`src/rtl/fss_pkg.sv`:
```
package fss_pkg;

  localparam int TMR_W = 5;

  typedef enum logic [2:0] {
    ST_IDLE,
    ST_SETUP,
    ST_LOW,
    ST_HIGH,
    ST_TAIL,
    ST_HOLD,
    ST_DONE
  } fss_state_e;

  typedef struct packed {
    logic       mode3;
    logic [3:0] hi_code;
    logic [3:0] lo_code;
    logic [1:0] setup_code;
    logic [1:0] hold_code;
    logic [3:0] smpl_code;
    logic       inhibit;
    logic       act_high;
  } fss_cfg_t;

  // SCLK phase length: code 0 stands for sixteen clocks
  function automatic logic [TMR_W-1:0] phase_len(input logic [3:0] code);
    return (code == 4'd0) ? TMR_W'(16) : TMR_W'(code);
  endfunction

  // select-to-clock setup: 0, 2, 4, 8
  function automatic logic [TMR_W-1:0] setup_len(input logic [1:0] code);
    case (code)
      2'd0:    return TMR_W'(0);
      2'd1:    return TMR_W'(2);
      2'd2:    return TMR_W'(4);
      default: return TMR_W'(8);
    endcase
  endfunction

  // inactive hold after release: 4, 6, 8, 12
  function automatic logic [TMR_W-1:0] hold_len(input logic [1:0] code);
    case (code)
      2'd0:    return TMR_W'(4);
      2'd1:    return TMR_W'(6);
      2'd2:    return TMR_W'(8);
      default: return TMR_W'(12);
    endcase
  endfunction

endpackage

```
`src/rtl/fss_phase_timer.sv`:
```
module fss_phase_timer #(
  parameter int W = 5
) (
  input  logic         clk,
  input  logic         rst_n,
  input  logic         clr,
  input  logic         load,
  input  logic [W-1:0] len,
  output logic         expired
);

  logic [W-1:0] cnt;

  always_ff @(posedge clk or negedge rst_n) begin
    if (!rst_n) begin
      cnt <= '0;
    end else if (clr) begin
      cnt <= '0;
    end else if (load) begin
      cnt <= len - W'(1);
    end else if (cnt != '0) begin
      cnt <= cnt - W'(1);
    end
  end

  assign expired = (cnt == '0);

endmodule

```
`src/rtl/fss_sample_delay.sv`:
```
module fss_sample_delay #(
  parameter int NCODES = 16
) (
  input  logic                      clk,
  input  logic                      rst_n,
  input  logic                      clr,
  input  logic                      rise,
  input  logic [$clog2(NCODES)-1:0] code,
  output logic                      stb
);

  localparam int SH_W = NCODES - 1;

  logic [SH_W-1:0]   shreg;
  logic [NCODES-1:0] taps;

  always_ff @(posedge clk or negedge rst_n) begin
    if (!rst_n) begin
      shreg <= '0;
    end else if (clr) begin
      shreg <= '0;
    end else begin
      shreg <= {shreg[SH_W-2:0], rise};
    end
  end

  assign taps = {shreg, rise};
  assign stb  = taps[code];

endmodule

```
`src/rtl/fss_pin_mux.sv`:
```
module fss_pin_mux #(
  parameter int IO_W = 4
) (
  input  logic            en,
  input  logic            live_mode3,
  input  logic            live_act_high,
  input  logic            bb_en,
  input  logic            bb_sel,
  input  logic            bb_sclk,
  input  logic [IO_W-1:0] bb_dout,
  input  logic [IO_W-1:0] bb_oe,
  input  logic            sel_active,
  input  logic            eng_sclk,
  input  logic            act_high_eff,
  input  logic            pre_armed,
  input  logic [IO_W-1:0] pre_dout_q,
  input  logic [IO_W-1:0] pre_oe_q,
  input  logic [IO_W-1:0] xfer_dout,
  input  logic [IO_W-1:0] xfer_oe,
  output logic            sclk,
  output logic            ss,
  output logic [IO_W-1:0] sdio_out,
  output logic [IO_W-1:0] sdio_oe
);

  always_comb begin
    if (!en) begin
      sclk     = live_mode3;
      ss       = ~live_act_high;
      sdio_out = '0;
      sdio_oe  = '0;
    end else if (bb_en) begin
      sclk     = bb_sclk;
      ss       = bb_sel;
      sdio_out = bb_dout;
      sdio_oe  = bb_oe;
    end else begin
      sclk = eng_sclk;
      ss   = act_high_eff ? sel_active : ~sel_active;
      if (sel_active) begin
        sdio_out = xfer_dout;
        sdio_oe  = xfer_oe;
      end else if (pre_armed) begin
        sdio_out = pre_dout_q;
        sdio_oe  = pre_oe_q;
      end else begin
        sdio_out = '0;
        sdio_oe  = '0;
      end
    end
  end

endmodule

```
`src/rtl/flash_sclk_sequencer.sv`:
```
module flash_sclk_sequencer
  import fss_pkg::*;
#(
  parameter int CNT_W  = 8,
  parameter int IO_W   = 4,
  parameter int NCODES = 16
) (
  input  logic             clk,
  input  logic             rst_n,
  input  logic             en,
  input  logic             cfg_mode3,
  input  logic [3:0]       cfg_hi_code,
  input  logic [3:0]       cfg_lo_code,
  input  logic [1:0]       cfg_setup_code,
  input  logic [1:0]       cfg_hold_code,
  input  logic [3:0]       cfg_smpl_code,
  input  logic             cfg_m3_inhibit,
  input  logic             cfg_sel_act_high,
  input  logic             req_valid,
  input  logic [CNT_W-1:0] req_nclk,
  output logic             req_ready,
  output logic             done,
  input  logic             pre_arm,
  input  logic [IO_W-1:0]  pre_dout,
  input  logic [IO_W-1:0]  pre_oe,
  input  logic             bb_en,
  input  logic             bb_sel,
  input  logic             bb_sclk,
  input  logic [IO_W-1:0]  bb_dout,
  input  logic [IO_W-1:0]  bb_oe,
  input  logic [IO_W-1:0]  xfer_dout,
  input  logic [IO_W-1:0]  xfer_oe,
  input  logic [IO_W-1:0]  sdio_in,
  output logic             sclk,
  output logic             ss,
  output logic [IO_W-1:0]  sdio_out,
  output logic [IO_W-1:0]  sdio_oe,
  output logic             sample_stb,
  output logic [IO_W-1:0]  cap_data,
  output logic [IO_W-1:0]  bb_din
);

  fss_cfg_t         cfg_in, cfg_q;
  fss_state_e       state, state_n;
  logic [CNT_W-1:0] pulses_left;
  logic             tmr_load, tmr_expired;
  logic [TMR_W-1:0] tmr_len;
  logic             accept, busy, sel_active, eng_sclk, rise_evt, prev_high;
  logic             last_pulse, idle_lvl_mode3, act_high_eff;
  logic             pre_armed;
  logic [IO_W-1:0]  pre_dout_q, pre_oe_q;

  assign cfg_in = '{mode3: cfg_mode3, hi_code: cfg_hi_code, lo_code: cfg_lo_code,
                    setup_code: cfg_setup_code, hold_code: cfg_hold_code,
                    smpl_code: cfg_smpl_code, inhibit: cfg_m3_inhibit,
                    act_high: cfg_sel_act_high};

  assign req_ready  = (state == ST_IDLE) && en && !bb_en;
  assign accept     = req_ready && req_valid && (req_nclk != '0);
  assign busy       = (state != ST_IDLE);
  assign last_pulse = (pulses_left == CNT_W'(1));
  assign done       = (state == ST_DONE);

  // next-state and timer load selection
  always_comb begin
    state_n  = state;
    tmr_load = 1'b0;
    tmr_len  = '0;
    unique case (state)
      ST_IDLE: begin
        if (accept) begin
          tmr_load = 1'b1;
          if (setup_len(cfg_in.setup_code) != '0) begin
            state_n = ST_SETUP;
            tmr_len = setup_len(cfg_in.setup_code);
          end else begin
            state_n = ST_LOW;
            tmr_len = phase_len(cfg_in.lo_code);
          end
        end
      end
      ST_SETUP: begin
        if (tmr_expired) begin
          state_n  = ST_LOW;
          tmr_load = 1'b1;
          tmr_len  = phase_len(cfg_q.lo_code);
        end
      end
      ST_LOW: begin
        if (tmr_expired) begin
          state_n  = ST_HIGH;
          tmr_load = 1'b1;
          tmr_len  = phase_len(cfg_q.hi_code);
        end
      end
      ST_HIGH: begin
        if (tmr_expired) begin
          tmr_load = 1'b1;
          if (!last_pulse) begin
            state_n = ST_LOW;
            tmr_len = phase_len(cfg_q.lo_code);
          end else if (cfg_q.mode3 && !cfg_q.inhibit) begin
            state_n = ST_TAIL;
            tmr_len = phase_len(cfg_q.lo_code);
          end else begin
            state_n = ST_HOLD;
            tmr_len = hold_len(cfg_q.hold_code);
          end
        end
      end
      ST_TAIL: begin
        if (tmr_expired) begin
          state_n  = ST_HOLD;
          tmr_load = 1'b1;
          tmr_len  = hold_len(cfg_q.hold_code);
        end
      end
      ST_HOLD: begin
        if (tmr_expired) state_n = ST_DONE;
      end
      ST_DONE: state_n = ST_IDLE;
      default: state_n = ST_IDLE;
    endcase
  end

  always_ff @(posedge clk or negedge rst_n) begin
    if (!rst_n) begin
      state       <= ST_IDLE;
      cfg_q       <= '0;
      pulses_left <= '0;
      prev_high   <= 1'b0;
    end else if (!en) begin
      state       <= ST_IDLE;
      pulses_left <= '0;
      prev_high   <= 1'b0;
    end else begin
      state     <= state_n;
      prev_high <= (state == ST_HIGH);
      if (accept) begin
        cfg_q       <= cfg_in;
        pulses_left <= req_nclk;
      end else if (state == ST_HIGH && tmr_expired && !last_pulse) begin
        pulses_left <= pulses_left - CNT_W'(1);
      end
    end
  end

  fss_phase_timer #(.W(TMR_W)) u_timer (
    .clk     (clk),
    .rst_n   (rst_n),
    .clr     (!en),
    .load    (tmr_load),
    .len     (tmr_len),
    .expired (tmr_expired)
  );

  // engine-level pin intent
  assign sel_active = (state == ST_SETUP) || (state == ST_LOW) ||
                      (state == ST_HIGH)  || (state == ST_TAIL);
  assign idle_lvl_mode3 = (state == ST_IDLE) ? cfg_in.mode3 : cfg_q.mode3;
  assign act_high_eff   = (state == ST_IDLE) ? cfg_in.act_high : cfg_q.act_high;
  assign eng_sclk = (state == ST_HIGH) ||
                    (idle_lvl_mode3 && (state != ST_LOW) && (state != ST_TAIL));
  assign rise_evt = (state == ST_HIGH) && !prev_high;

  fss_sample_delay #(.NCODES(NCODES)) u_smpl (
    .clk   (clk),
    .rst_n (rst_n),
    .clr   (!en),
    .rise  (rise_evt),
    .code  (cfg_q.smpl_code),
    .stb   (sample_stb)
  );

  // pre-select drive: armed while idle, dropped at acceptance
  always_ff @(posedge clk or negedge rst_n) begin
    if (!rst_n) begin
      pre_armed  <= 1'b0;
      pre_dout_q <= '0;
      pre_oe_q   <= '0;
    end else if (!en || accept) begin
      pre_armed <= 1'b0;
    end else if (pre_arm && state == ST_IDLE) begin
      pre_armed  <= 1'b1;
      pre_dout_q <= pre_dout;
      pre_oe_q   <= pre_oe;
    end
  end

  always_ff @(posedge clk or negedge rst_n) begin
    if (!rst_n) begin
      cap_data <= '0;
      bb_din   <= '0;
    end else begin
      bb_din <= sdio_in;
      if (sample_stb) cap_data <= sdio_in;
    end
  end

  fss_pin_mux #(.IO_W(IO_W)) u_pins (
    .en            (en),
    .live_mode3    (cfg_mode3),
    .live_act_high (cfg_sel_act_high),
    .bb_en         (bb_en),
    .bb_sel        (bb_sel),
    .bb_sclk       (bb_sclk),
    .bb_dout       (bb_dout),
    .bb_oe         (bb_oe),
    .sel_active    (sel_active),
    .eng_sclk      (eng_sclk),
    .act_high_eff  (act_high_eff),
    .pre_armed     (pre_armed),
    .pre_dout_q    (pre_dout_q),
    .pre_oe_q      (pre_oe_q),
    .xfer_dout     (xfer_dout),
    .xfer_oe       (xfer_oe),
    .sclk          (sclk),
    .ss            (ss),
    .sdio_out      (sdio_out),
    .sdio_oe       (sdio_oe)
  );

endmodule

```
`config.mk`:
```
export PLATFORM = sky130hd
export DESIGN_NAME = flash_sclk_sequencer
export DESIGN_NICKNAME = d
export VERILOG_FILES = /design/src/rtl/fss_pkg.sv /design/src/rtl/fss_phase_timer.sv /design/src/rtl/fss_sample_delay.sv /design/src/rtl/fss_pin_mux.sv /design/src/rtl/flash_sclk_sequencer.sv
export SDC_FILE = /design/constraint.sdc
export NUM_CORES = 1
export LEC_CHECK = 0
export CAP_MARGIN = 20
export CELL_PAD_IN_SITES_DETAIL_PLACEMENT = 0
export CELL_PAD_IN_SITES_GLOBAL_PLACEMENT = 1
export CORE_ASPECT_RATIO = 0.5
export CORE_MARGIN = 1
export CORE_UTILIZATION = 45
export DETAILED_ROUTE_END_ITERATION = 7
export DONT_BUFFER_PORTS = 1
export PLACE_DENSITY_LB_ADDON = 0.1
export SETUP_SLACK_MARGIN = 0.3
export SYNTH_ARGS = -nofsm -noshare
export SYNTH_HDL_FRONTEND = slang
export SYNTH_SLANG_ARGS = --single-unit
```
`constraint.sdc`:
```
create_clock -name clk -period 5.7 [get_ports clk]
set_clock_uncertainty 0.15 [all_clocks]
set_input_delay 0.57 -clock clk [delete_from_list [all_inputs] [get_ports clk]]
set_output_delay 0.57 -clock clk [all_outputs]
set_load 0.03 [all_outputs]
```
==> qor.txt <==
Area of the core: 7510 um2
Critical Path Sink Type: primary output
Number of DRC markers in iteration 0: 135
Startpoint types: flip-flop
Area grow syn2layout: 9.89%
Fin crit share: 60.9%
Worst Tran Pin Value: 1.07 ns
Post-synthesis cell count: 352
H-Tree Level Count: 3
Final Net Count: 408
Crit path cell chain: or3_1 > and2_1 > nand2_1 > a21oi_1 > a21oi_1 > nor2b_1
IR drop worst, VDD: 0.239 mV
YS warnings: 0
Max-slew violations: 0
Achievable clock frequency: 0.288 GHz
Post-Route WL: 8220 um
Min-delay worst type: in -> reg
Setup tns final: 0 ns
Seq. cell area: 1650 um2
Clk sink count: 66
Port Buffers: 0
Final worst path period need: 3.47 ns
Final Hold Vio Count: 0
Final Power: 2.01 mW
Syn_nets: 418
Footprint of the multi-input gates: 1790 um2
Critical path buffers and inverters: 0
Initial antenna violation count: 0
Post-Syn Area: 3590 um2
Dpl cell area: 3610 um2
Yosys cell types: 61
Combinational family with the most area after synthesis: simple AND/OR/NAND/NOR gates
Via-per-instance ratio: 5.64
Seq/Total Area, Yosys: 46.0%
Insertion delay to the later sink of the worst-skew pair: 0.32 ns
Status: completed
Post-synth ARST share: 100%
CTS max path bufs: 2
ANT nets after route: 0
Post-Synth Adder-Cell Area: 1.04%
Fillers: 690
Routability cong.: 0.792
Crit Path Class: reg -> out
Post-Syn Area per Cell: 10.2 um2
WL/cell: 18.1 um
I/O Pins: 84
Number of synthesized register bits: 66
CP required: 4.98 ns
Post-detail-place hpwl: 5920 um
CTS tree: yes
Clk slew on worst S/H paths: 0.06 ns
Die Ht: 65.2 um
Complex-gate fraction of the synthesized area: 13.4%
Post-route design area: 3950 um2
Initial core utilization: 47.8%
CTS Root Cell: clkbuf_16
Max_cap viols: 0
Final Setup Violations: 0
EDFF count, synth: 0
Largest stage delay, worst path: 0.74 ns
Post-CTS Setup Inserts: 0
Hold slack: 0.123 ns
1st-pass router iterations: 4
Simple-gate share of the synthesized area: 20.4%
Crit path top cell by count: a21oi_1
Pre-CTS setup slack: 2.42 ns
Global-route wire length before repair: 13600 um
Cell area power density: 508 nW/um2
Worst path slowest cell: dfrtp_1
DIE AREA: 8370 um2
Setup WS post-layout: 2.23 ns
Post-Synth XOR/XNOR Area: 2.19%
Die X: 128 um
Tot GR Track Use: 21.7%
Vias in the first global route: 2674
CTS Buf Count: 9
Layout Cells excl Fill: 455
Mux cell area share after synthesis: 12.7%
Layout cells sized above 1: 17.6%
Via count: 2568
ANT cells: 0
Largest net degree at the start of global routing: 67
FP Rows: 22
Post-Route Utilization: 52.5%
Critical-path maximum fanout: 24
Setup repair after global routing missed its margin: no
Max-slew headroom: 28.5%
CP arrival: 2.75 ns
DRC errors left: 0
Delay-heaviest family, CP: simple AND/OR/NAND/NOR gates
Total grt overflow: 0
Placed Instances: 437
P_leak: 1.62 nW
Synth Flop Type: dfrtp_1
==> cells in the final DEF (no fill, tap or decap), types with 7 or more instances in the layout <==
cell type	n
o21ai_0	16
and2_1	16
mux2_2	30
inv_1	7
nor2_1	18
dfrtp_1	66
a21oi_1	24
nor4_1	7
nor2b_1	12
nand2_1	33
nand3_1	14
nand3b_1	7
clkbuf_16	9
==> per-layer routing <==
| metal | vias to the layer above | track usage, % | wire [um] |
|---|---|---|---|
| li1 | 1243 | - | - |
| met3 | 4 | 8.71 | 557 |
| met2 | 73 | 32.4 | 3610 |
| met1 | 1248 | 29.8 | 4030 |
| met4 | 0 | 4.12 | 23 |
| met5 | - | 0 | 0 |
==> path summary, 6_finish.rpt <==
kind,end,depth (start not counted),slack [ns],startpoint
max reg2reg,u_timer.cnt[4],9,2.43,state[2]
min in group asynchronous,bb_din[0],2,0.65,rst_n
min,bb_din[3],0,0.12,sdio_in[3]
max,sdio_out[3],6,2.23,state[2]
max in group asynchronous,u_timer.cnt[1],2,4.48,rst_n
min reg2reg,u_smpl.shreg[0],1,0.31,prev_high
==> where the power goes <==
| group | switching, mW | internal (mW) | total, mW |
|---|---|---|---|
| Clock | 0.196 | 0.351 | 0.547 |
| Sequential | 0.184 | 0.611 | 0.795 |
| Combinational | 0.360 | 0.305 | 0.665 |
==> state kept, by name, summed over array words and instances, names as in the netlist <==
signal / cells
pre_oe_q: 4
pre_dout_q: 4
u_smpl.shreg: 15
cfg_q: 17
u_timer.cnt: 5
pulses_left: 8
state: 3
pre_armed: 1
bb_din: 4
cap_data: 4
prev_high: 1
==> worst register-to-register path: stages, from the launching register on <==
cell and delay, ns:
dfrtp_1 0.61, or3_1 0.56, a211oi_4 0.26, buf_4 0.44, a21oi_1 0.15, a221oi_4 0.34
ha_1 0.18, inv_1 0.06, nor4_1 0.29, nor3b_1 0.09
==> Yosys cell counts, types with 4 or more instances <==
cell type  count  area (um2)
mux2_2        30         338
nor3_1         6        30.0
dfrtp_1       66        1650
nand2_1       33         124
nor4_1         7        43.8
clkbuf_1      17        63.8
nor2b_1       12        75.1
nor2_1        18        67.6
xor2_1         6        52.6
nor3b_1        4        30.0
nand3_1       14        70.1
o21ai_0       16        80.1
nand3b_1       7        52.6
a21oi_1       24         120
and2_1        16         100
mux2i_1        5        50.1
inv_1          7        26.3
==> cells by family (layout without fill, tap and decap cells) <==
family	Yosys count	after routing
xor+xnor	9	9
fa+ha+maj	3	3
simple gates	135	135
flops	66	66
buf+inv	31	26
mux	38	38
compound gates	70	70
==> final cells by class <==
| type | instances | share of cell area, % |
|---|---|---|
| Tap cell | 108 | 3.42 |
| Clock inverter | 4 | 1.30 |
| Sequential cell | 66 | 41.8 |
| Clock buffer | 12 | 6.24 |
| Inverter | 7 | 0.666 |
| Timing Repair Buffer | 3 | 1.14 |
| Multi-Input combinational cell | 255 | 45.4 |
==> repair_timing <==
item / in CTS / in global routing
endpoints found under the hold margin: 66 / 0
resized for setup: 0 / 0
hold buffers: 2 / 0
Power figures use the tool's default switching activity.
